$ cat src/rtl/ssu_pkg.sv
package ssu_pkg;
  localparam int unsigned OP_W   = 3;
  localparam int unsigned FLAG_W = 5;

  localparam logic [OP_W-1:0] OP_SHL  = 3'd0;
  localparam logic [OP_W-1:0] OP_SHR  = 3'd1;
  localparam logic [OP_W-1:0] OP_RCL  = 3'd2;
  localparam logic [OP_W-1:0] OP_RCR  = 3'd3;
  localparam logic [OP_W-1:0] OP_SAR  = 3'd4;
  localparam logic [OP_W-1:0] OP_NSWP = 3'd5;

  localparam int unsigned FLG_C = 0;
  localparam int unsigned FLG_Z = 1;
  localparam int unsigned FLG_N = 2;
  localparam int unsigned FLG_V = 3;
  localparam int unsigned FLG_S = 4;
endpackage

$ cat src/rtl/ssu_shifter.sv
module ssu_shifter
  import ssu_pkg::*;
#(
  parameter int unsigned WIDTH = 8
) (
  input  logic [OP_W-1:0]  op,
  input  logic [WIDTH-1:0] a,
  input  logic             cin,
  output logic [WIDTH-1:0] res,
  output logic             cout,
  output logic             is_shift
);
  localparam int unsigned HALF = WIDTH / 2;
  localparam int unsigned MSB  = WIDTH - 1;

  logic [WIDTH-1:0] swapped;

  generate
    if (WIDTH % 2 == 0) begin : g_even
      assign swapped = {a[HALF-1:0], a[WIDTH-1:HALF]};
    end else begin : g_odd
      assign swapped = a;
    end
  endgenerate

  always_comb begin
    res      = a;
    cout     = 1'b0;
    is_shift = 1'b1;
    case (op)
      OP_SHL: begin res = {a[MSB-1:0], 1'b0}; cout = a[MSB]; end
      OP_SHR: begin res = {1'b0, a[MSB:1]};   cout = a[0];   end
      OP_RCL: begin res = {a[MSB-1:0], cin};  cout = a[MSB]; end
      OP_RCR: begin res = {cin, a[MSB:1]};    cout = a[0];   end
      OP_SAR: begin res = {a[MSB], a[MSB:1]}; cout = a[0];   end
      OP_NSWP: begin res = swapped; is_shift = 1'b0; end
      default: begin res = a; is_shift = 1'b0; end
    endcase
  end
endmodule

$ cat src/rtl/ssu_flags.sv
module ssu_flags
  import ssu_pkg::*;
#(
  parameter int unsigned WIDTH = 8
) (
  input  logic [WIDTH-1:0]  res,
  input  logic              cout,
  input  logic              is_shift,
  output logic [FLAG_W-1:0] flags,
  output logic [FLAG_W-1:0] wmask
);
  logic neg, zero, ovf, sgn;

  assign neg  = res[WIDTH-1];
  assign zero = ~|res;
  assign ovf  = neg ^ cout;
  assign sgn  = neg ^ ovf;

  always_comb begin
    flags = '0;
    wmask = '0;
    if (is_shift) begin
      flags[FLG_C] = cout;
      flags[FLG_Z] = zero;
      flags[FLG_N] = neg;
      flags[FLG_V] = ovf;
      flags[FLG_S] = sgn;
      wmask        = '1;
    end
  end
endmodule

$ cat src/rtl/ssu_outreg.sv
module ssu_outreg #(
  parameter int unsigned DW = 18
) (
  input  logic          clk,
  input  logic          rst_n,
  input  logic          s_valid,
  output logic          s_ready,
  input  logic [DW-1:0] s_data,
  output logic          m_valid,
  input  logic          m_ready,
  output logic [DW-1:0] m_data
);
  assign s_ready = !m_valid || m_ready;

  always_ff @(posedge clk) begin
    if (!rst_n) begin
      m_valid <= 1'b0;
      m_data  <= '0;
    end else if (s_ready) begin
      m_valid <= s_valid;
      if (s_valid) m_data <= s_data;
    end
  end

  a_r12_stall_hold: assert property (@(posedge clk) disable iff (!rst_n)
    m_valid && !m_ready |=> m_valid && $stable(m_data));
  a_r12_no_accept: assert property (@(posedge clk) disable iff (!rst_n)
    m_valid && !m_ready |-> !s_ready);
  a_r11_accept: assert property (@(posedge clk) disable iff (!rst_n)
    s_valid && s_ready |=> m_valid && m_data == $past(s_data));
endmodule

$ cat src/rtl/ssu_top.sv
module ssu_top
  import ssu_pkg::*;
#(
  parameter int unsigned WIDTH = 8
) (
  input  logic              clk,
  input  logic              rst_n,
  input  logic              in_valid,
  output logic              in_ready,
  input  logic [OP_W-1:0]   in_op,
  input  logic [WIDTH-1:0]  in_operand,
  input  logic              in_carry,
  output logic              out_valid,
  input  logic              out_ready,
  output logic [WIDTH-1:0]  out_result,
  output logic [FLAG_W-1:0] out_flags,
  output logic [FLAG_W-1:0] out_wmask
);
  localparam int unsigned PKT_W = WIDTH + 2 * FLAG_W;

  logic [WIDTH-1:0]  sh_res;
  logic              sh_cout;
  logic              sh_is_shift;
  logic [FLAG_W-1:0] fl_flags;
  logic [FLAG_W-1:0] fl_wmask;
  logic [PKT_W-1:0]  pkt_in, pkt_out;

  ssu_shifter #(.WIDTH(WIDTH)) u_shifter (
    .op(in_op), .a(in_operand), .cin(in_carry),
    .res(sh_res), .cout(sh_cout), .is_shift(sh_is_shift)
  );

  ssu_flags #(.WIDTH(WIDTH)) u_flags (
    .res(sh_res), .cout(sh_cout), .is_shift(sh_is_shift),
    .flags(fl_flags), .wmask(fl_wmask)
  );

  assign pkt_in = {fl_wmask, fl_flags, sh_res};

  ssu_outreg #(.DW(PKT_W)) u_outreg (
    .clk(clk), .rst_n(rst_n),
    .s_valid(in_valid), .s_ready(in_ready), .s_data(pkt_in),
    .m_valid(out_valid), .m_ready(out_ready), .m_data(pkt_out)
  );

  assign out_result = pkt_out[WIDTH-1:0];
  assign out_flags  = pkt_out[WIDTH +: FLAG_W];
  assign out_wmask  = pkt_out[WIDTH+FLAG_W +: FLAG_W];

  a_r7_zero: assert property (@(posedge clk) disable iff (!rst_n)
    out_valid && out_wmask[FLG_Z] |-> out_flags[FLG_Z] == (out_result == '0));
  a_r7_neg: assert property (@(posedge clk) disable iff (!rst_n)
    out_valid && out_wmask[FLG_N] |-> out_flags[FLG_N] == out_result[WIDTH-1]);
  a_r8_sign: assert property (@(posedge clk) disable iff (!rst_n)
    out_valid && out_wmask[FLG_S] |-> out_flags[FLG_S] == (out_flags[FLG_N] ^ out_flags[FLG_V]));
  a_r9_mask_shape: assert property (@(posedge clk) disable iff (!rst_n)
    out_valid |-> (out_wmask == '0 || out_wmask == '1));
  a_r6_swap_quiet: assert property (@(posedge clk) disable iff (!rst_n)
    in_valid && in_ready && in_op == OP_NSWP |=> out_wmask == '0 && out_flags == '0);
  a_r1_shl: assert property (@(posedge clk) disable iff (!rst_n)
    in_valid && in_ready && in_op == OP_SHL |=>
      out_result == {$past(in_operand[WIDTH-2:0]), 1'b0});
endmodule

$ cat config.mk
export PLATFORM = sky130hd
export DESIGN_NAME = ssu_top
export DESIGN_NICKNAME = d
export VERILOG_FILES = /design/src/rtl/ssu_pkg.sv /design/src/rtl/ssu_shifter.sv /design/src/rtl/ssu_flags.sv /design/src/rtl/ssu_outreg.sv /design/src/rtl/ssu_top.sv
export SDC_FILE = /design/constraint.sdc
export NUM_CORES = 1
export LEC_CHECK = 0
export BUFFER_PORTS_ARGS = -buffer_cell sky130_fd_sc_hd__clkbuf_2
export CORE_MARGIN = 3
export CORE_UTILIZATION = 50
export CTS_BUF_LIST = sky130_fd_sc_hd__clkbuf_16
export DETAILED_ROUTE_END_ITERATION = 12
export GPL_ROUTABILITY_DRIVEN = 0
export GPL_TIMING_DRIVEN = 0
export PLACE_DENSITY = 0.8
export REMOVE_ABC_BUFFERS = 1
export SLEW_MARGIN = 15
export SYNTH_ARGS = -nofsm -noshare
export SYNTH_HDL_FRONTEND = slang
export SYNTH_SLANG_ARGS = --single-unit
$ cat constraint.sdc
create_clock -name clk -period 4.2 [get_ports clk]
set_clock_uncertainty 0.15 [all_clocks]
set_input_delay 0.63 -clock clk [delete_from_list [all_inputs] [get_ports clk]]
set_output_delay 0.63 -clock clk [all_outputs]
set_load 0.05 [all_outputs]
== Word level (Yosys, flattened, before mapping) ==
Cells that the tools add are included.

* Bits in registers: 19
* Bits of input ports: 16
* Output and inout port bits: 20
* Word-level logic and storage cells: 23

* Equality and inequality tests: 5
* Muxes and demuxes: 5
* Bitwise logic cells: 2
* Reduce and logical (&&, ||, !) cells: 9

{| class="wikitable"
|+ Operators with widths
! kind !! number
|-
| one-hot mux 8 bit (6 select lines) || 1
|-
| 2-to-1 mux 5 bit || 2
|-
| OR reduction 8 bit || 1
|-
| == test 3 x 2 -> 1 bit (second input constant) || 2
|-
| == test 3 bit (second input constant) || 2
|-
| OR reduction 5 bit || 1
|-
| == test 3 x 1 -> 1 bit (second input constant) || 1
|-
| logical NOT 3 bit || 1
|-
| OR reduction 3 bit || 1
|-
| logical NOT 1 bit || 2
|-
| one-hot mux 1 bit (2 select lines) || 1
|-
| AND reduction 2 bit || 1
|-
| OR reduction 2 bit || 1
|-
| bitwise XOR 1 bit || 2
|-
| logical OR 1 bit || 1
|-
| 2-to-1 mux 1 bit || 1
|}

== Longest topological paths before layout ==
* Depth after elaboration: 6
* Depth in mapped cells: 8
* Mapped depth without buffers: 5

== Cells and area by module ==
From an unflattened synthesis, not the netlist that was laid out.

* Cells, all modules: 148
* Area, all modules: 1237.4 sq um

{| class="wikitable"
|+ By module, submodules not included
! module !! times used !! cells each !! area each (sq um) !! seq. area each (sq um)
|-
| ssu_outreg || 1 || 83 || 787.0 || 380.4
|-
| ssu_shifter || 1 || 52 || 350.3 || 0.0
|-
| ssu_flags || 1 || 13 || 100.1 || 0.0
|}

== Least setup slack after synthesis ==
OpenSTA, ideal clock, no wires.

* Path type: input-to-reg
* From: in in_op[1]
* To: reg u_outreg.m_data[9]
* Arrival time: 2040 ps
* Required time: 3954 ps
* Setup slack: 1915 ps
* Stages on the path: 6
* Buffers on the path: 1
* Path through: buf_6 > nor3b_1 > o32ai_1 > or4_1 > o31a_1 > o41ai_2

* Cells in the longest elaborated chain, start to end: 5
* Elaborated cells on any way between the ends: 12

{| class="wikitable"
|+ Ends and longest elaborated chain
! element !! line !! RTL
|-
| from (decl) || ssu_top.sv:10 || <nowiki>input logic [OP_W-1:0] in_op,</nowiki>
|-
| == test 3 bit, or another cell as far along || ssu_shifter.sv:30 || <nowiki>case (op)</nowiki>
|-
| one-hot mux 8 bit (6 select lines) || ssu_shifter.sv:30 ||
|-
| OR reduction 8 bit || ssu_flags.sv:15 || <nowiki>assign zero = ~|res;</nowiki>
|-
| logical NOT 1 bit || ssu_flags.sv:15 ||
|-
| 2-to-1 mux 5 bit (*) || ssu_flags.sv:22 || <nowiki>if (is_shift) begin</nowiki>
|-
| to (signal assigned) || ssu_outreg.sv:21 || <nowiki>if (s_valid) m_data <= s_data;</nowiki>
|-
| to (decl) || ssu_outreg.sv:11 || <nowiki>output logic [DW-1:0] m_data</nowiki>
|}

Mark *: on every way between the ends. The rest lies on a longest branch, timed or not.
A chain may end at the register's enable or synchronous reset.

== Worst setup path in the final report ==
* From: in in_op[2]
* To: reg u_outreg.m_data[9]

The elaborated chain is that of the path after synthesis.

==> flow_summary.json <==
{
  "rr_worst_depth": 4,
  "worst_slew_pin_slew_ps": 494,
  "chipWidth_um": 51.5,
  "fin_area_mm2": 0.00123,
  "top_usage_layer": "met2",
  "r2r_start": "u_outreg.m_valid$_SDFFE_PN0N_",
  "pwr-share-comb": 0.269,
  "synth_cell_types": 36,
  "yosys.area.top_type": "dfxtp_1",
  "cts_tree": "yes",
  "fin_crit_sh": 0.597,
  "internal_power_uw": 315,
  "die_h_um": 51.5,
  "use_met3": 0.0554,
  "layout_setup_ws_ps": 1690,
  "critPathCaptureType": "flip-flop",
  "grt_antenna_before_repair": 0,
  "yosys.area.top_type_share": 0.291,
  "wl_per_cell_um": 13.9,
  "cts-root-buf": "clkbuf_16",
  "rsz0062_at_grt": "no",
  "die_area_mm2": 0.00265,
  "grtUsageMet1": 0.245,
  "switchingPower_uw": 152,
  "initial_core_util": 0.562,
  "vias_per_cell": 6.01,
  "critPathRequiredTime_ps": 4190,
  "numPortBuffers": 35,
  "numCtsBuffers": 3,
  "grt_max_degree": 29,
  "clock_latency_ps": 240,
  "pwr-share-clk": 0.397,
  "ys_ff_latch": 15,
  "cts_setup_buffers": 0,
  "whs_endpoint": "u_outreg.m_data[12]$_SDFFE_PN0P_",
  "post_synth.cell_area_avg_um2": 7.95,
  "hold_depth": 2,
  "h-tree-depth": 1,
  "path_clk_slew_ps": 50,
  "relSlewSlack": 0.669,
  "grt-ovfl-total": 0,
  "synth-async-reset-ratio": 0,
  "seqCellArea_um2": 300,
  "cts.hold.buffers_added": 0,
  "route.detailed.drc": 0,
  "synth.top_cells.by_count": "dfxtp_1, nand2_1, a21boi_0, o21ai_0",
  "p_seq_frac": 0.335,
  "grt_util_met2": 0.367,
  "setup_viol": 0,
  "routed_wl_um": 2490,
  "arrival_ps": 2500,
  "synth_edf_count": 0,
  "ant_nets": 0,
  "dpl_worst_slack_ps": 1500,
  "finalHoldViolations": 0,
  "hp-start": "u_outreg.m_data[12]$_SDFFE_PN0P_",
  "max_freq_ghz": 0.399,
  "netSwitchingFraction": 0.326,
  "maxCapViolations": 0,
  "num_vias": 1081,
  "layout-drive-gt1-share": 0.284,
  "yosys_warnings": 0,
  "synthCells": 130,
  "synth_area_leaders": "dfxtp_1, a21boi_0, nor3b_1",
  "grt_pass1_wl_um": 4140,
  "cts_buffer_depth": 2,
  "ctsResizeCount": 0,
  "grt_usage": 0.205,
  "synth-main-ff-cell": "dfxtp_1",
  "grt_pass1_vias": 893,
  "synthToLayoutAreaGrowth_pct": 18.9,
  "status": "finished clean",
  "timing.final.crit_period_ps": 2510,
  "power_per_cell_area_mw_per_mm2": 380,
  "power.leakage_nw": 0.511,
  "timing.hold.ws_ps": 310,
  "num_rows": 15,
  "critPathKind": "input pin to flip-flop",
  "place_hpwl_um": 1780,
  "hp-class": "flip-flop to flip-flop",
  "startpoint_type": "input pin",
  "num_io_pins": 36,
  "syn_area_mm2": 0.00103,
  "power.total_uw": 467,
  "crit_fanout": 28,
  "cts_sinks": 15,
  "n_fill_cell": 184,
  "firstDrtPassIters": 4,
  "r2r_setup_slack_ps": 2720,
  "ys_seq_area_frac": 0.291,
  "antennaDiodeCount": 0,
  "r2r_end": "u_outreg.m_data[9]$_SDFFE_PN0P_",
  "finalSetupTns_ps": 0,
  "ir_drop_mv": 0.299,
  "core_mm2": 0.00184,
  "multiInputGateArea_um2": 634,
  "fin_nets": 172,
  "drt_iter0_drc": 27,
  "slew_violations": 0,
  "post_dp_cell_area_mm2": 0.00115
}
[state kept, by name, summed over array words and instances (netlist names)]
| register | count |
|---|---|
| u_outreg.m_data | 14 |
| u_outreg.m_valid | 1 |
[logic make-up (layout without fill, tap and decap cells)]
| family | after synthesis | after routing | share of synthesized area |
|---|---|---|---|
| AOI/OAI and AO/OA | 48 | 48 | 0.345 |
| buffers and inverters | 16 | 41 | 0.0956 |
| DFF | 15 | 15 | 0.291 |
| and+or+nand+nor | 51 | 51 | 0.269 |
[routing by layer]
layer  routed length [µm]  part of all wire  up-vias
met5                    0                 0        -
met4                    0                 0        0
met3                  154             0.062        0
met2                 1300              0.52       37
met1                 1040              0.42      512
li1                     -                 -      532
[worst max path at each step]
stage,start,endpoint,slack [ps]
6_report,in_op[2],u_outreg.m_data[9]$_SDFFE_PN0P_,1690
5_1_grt,in_op[2],u_outreg.m_data[9]$_SDFFE_PN0P_,1550
4_1_cts,in_op[2],u_outreg.m_data[9]$_SDFFE_PN0P_,1710
3_5_place_dp,in_op[2],u_outreg.m_data[9]$_SDFFE_PN0P_,1500
3_3_place_gp,in_op[2],u_outreg.m_data[9]$_SDFFE_PN0P_,1510
2_1_floorplan,u_outreg.m_data[16]$_SDFFE_PN0P_,out_wmask[0],1530
[worst max-delay path: stages]
cell and delay (ps):
clkbuf_2 350, nor3b_1 310, o32ai_1 170, or4_1 550, o31a_1 270, o41ai_2 220
[placed cells by master, fill, tap and decap left out, types with 4 or more instances in the layout]
cell      count
a21boi_0     10
clkbuf_2     35
dfxtp_1      15
nand2_1      15
nand3_1       4
nor2_1        8
nor3b_1       8
o211ai_1      8
o21ai_0      10
o32ai_1       6
[power groups by stage]
stage	sequential, mW	clock, mW	combinational (mW)
finish	0.156	0.185	0.125
global route	0.157	0.194	0.135
CTS	0.156	0.189	0.125
detailed placement	0.159	0	0.124
global placement	0.159	0	0.122
floorplan	0.199	0	0.0444
[final cells by class]
type / instances / area share
clock inverter: 1 / 0.00407
tap: 25 / 0.0255
sequential: 15 / 0.244
clock buffer: 3 / 0.0611
inverter: 2 / 0.00611
timing repair buffer: 35 / 0.143
multi-input combinational: 99 / 0.516
[through the flow]
step,instances,utilization
2_1_floorplan,116,-
3_3_place_gp,176,0.624
3_5_place_dp,176,0.624
4_1_cts,180,0.668
5_1_grt,180,0.668
6_report,180,0.668
Note: power is estimated with default switching activity, not from simulation.
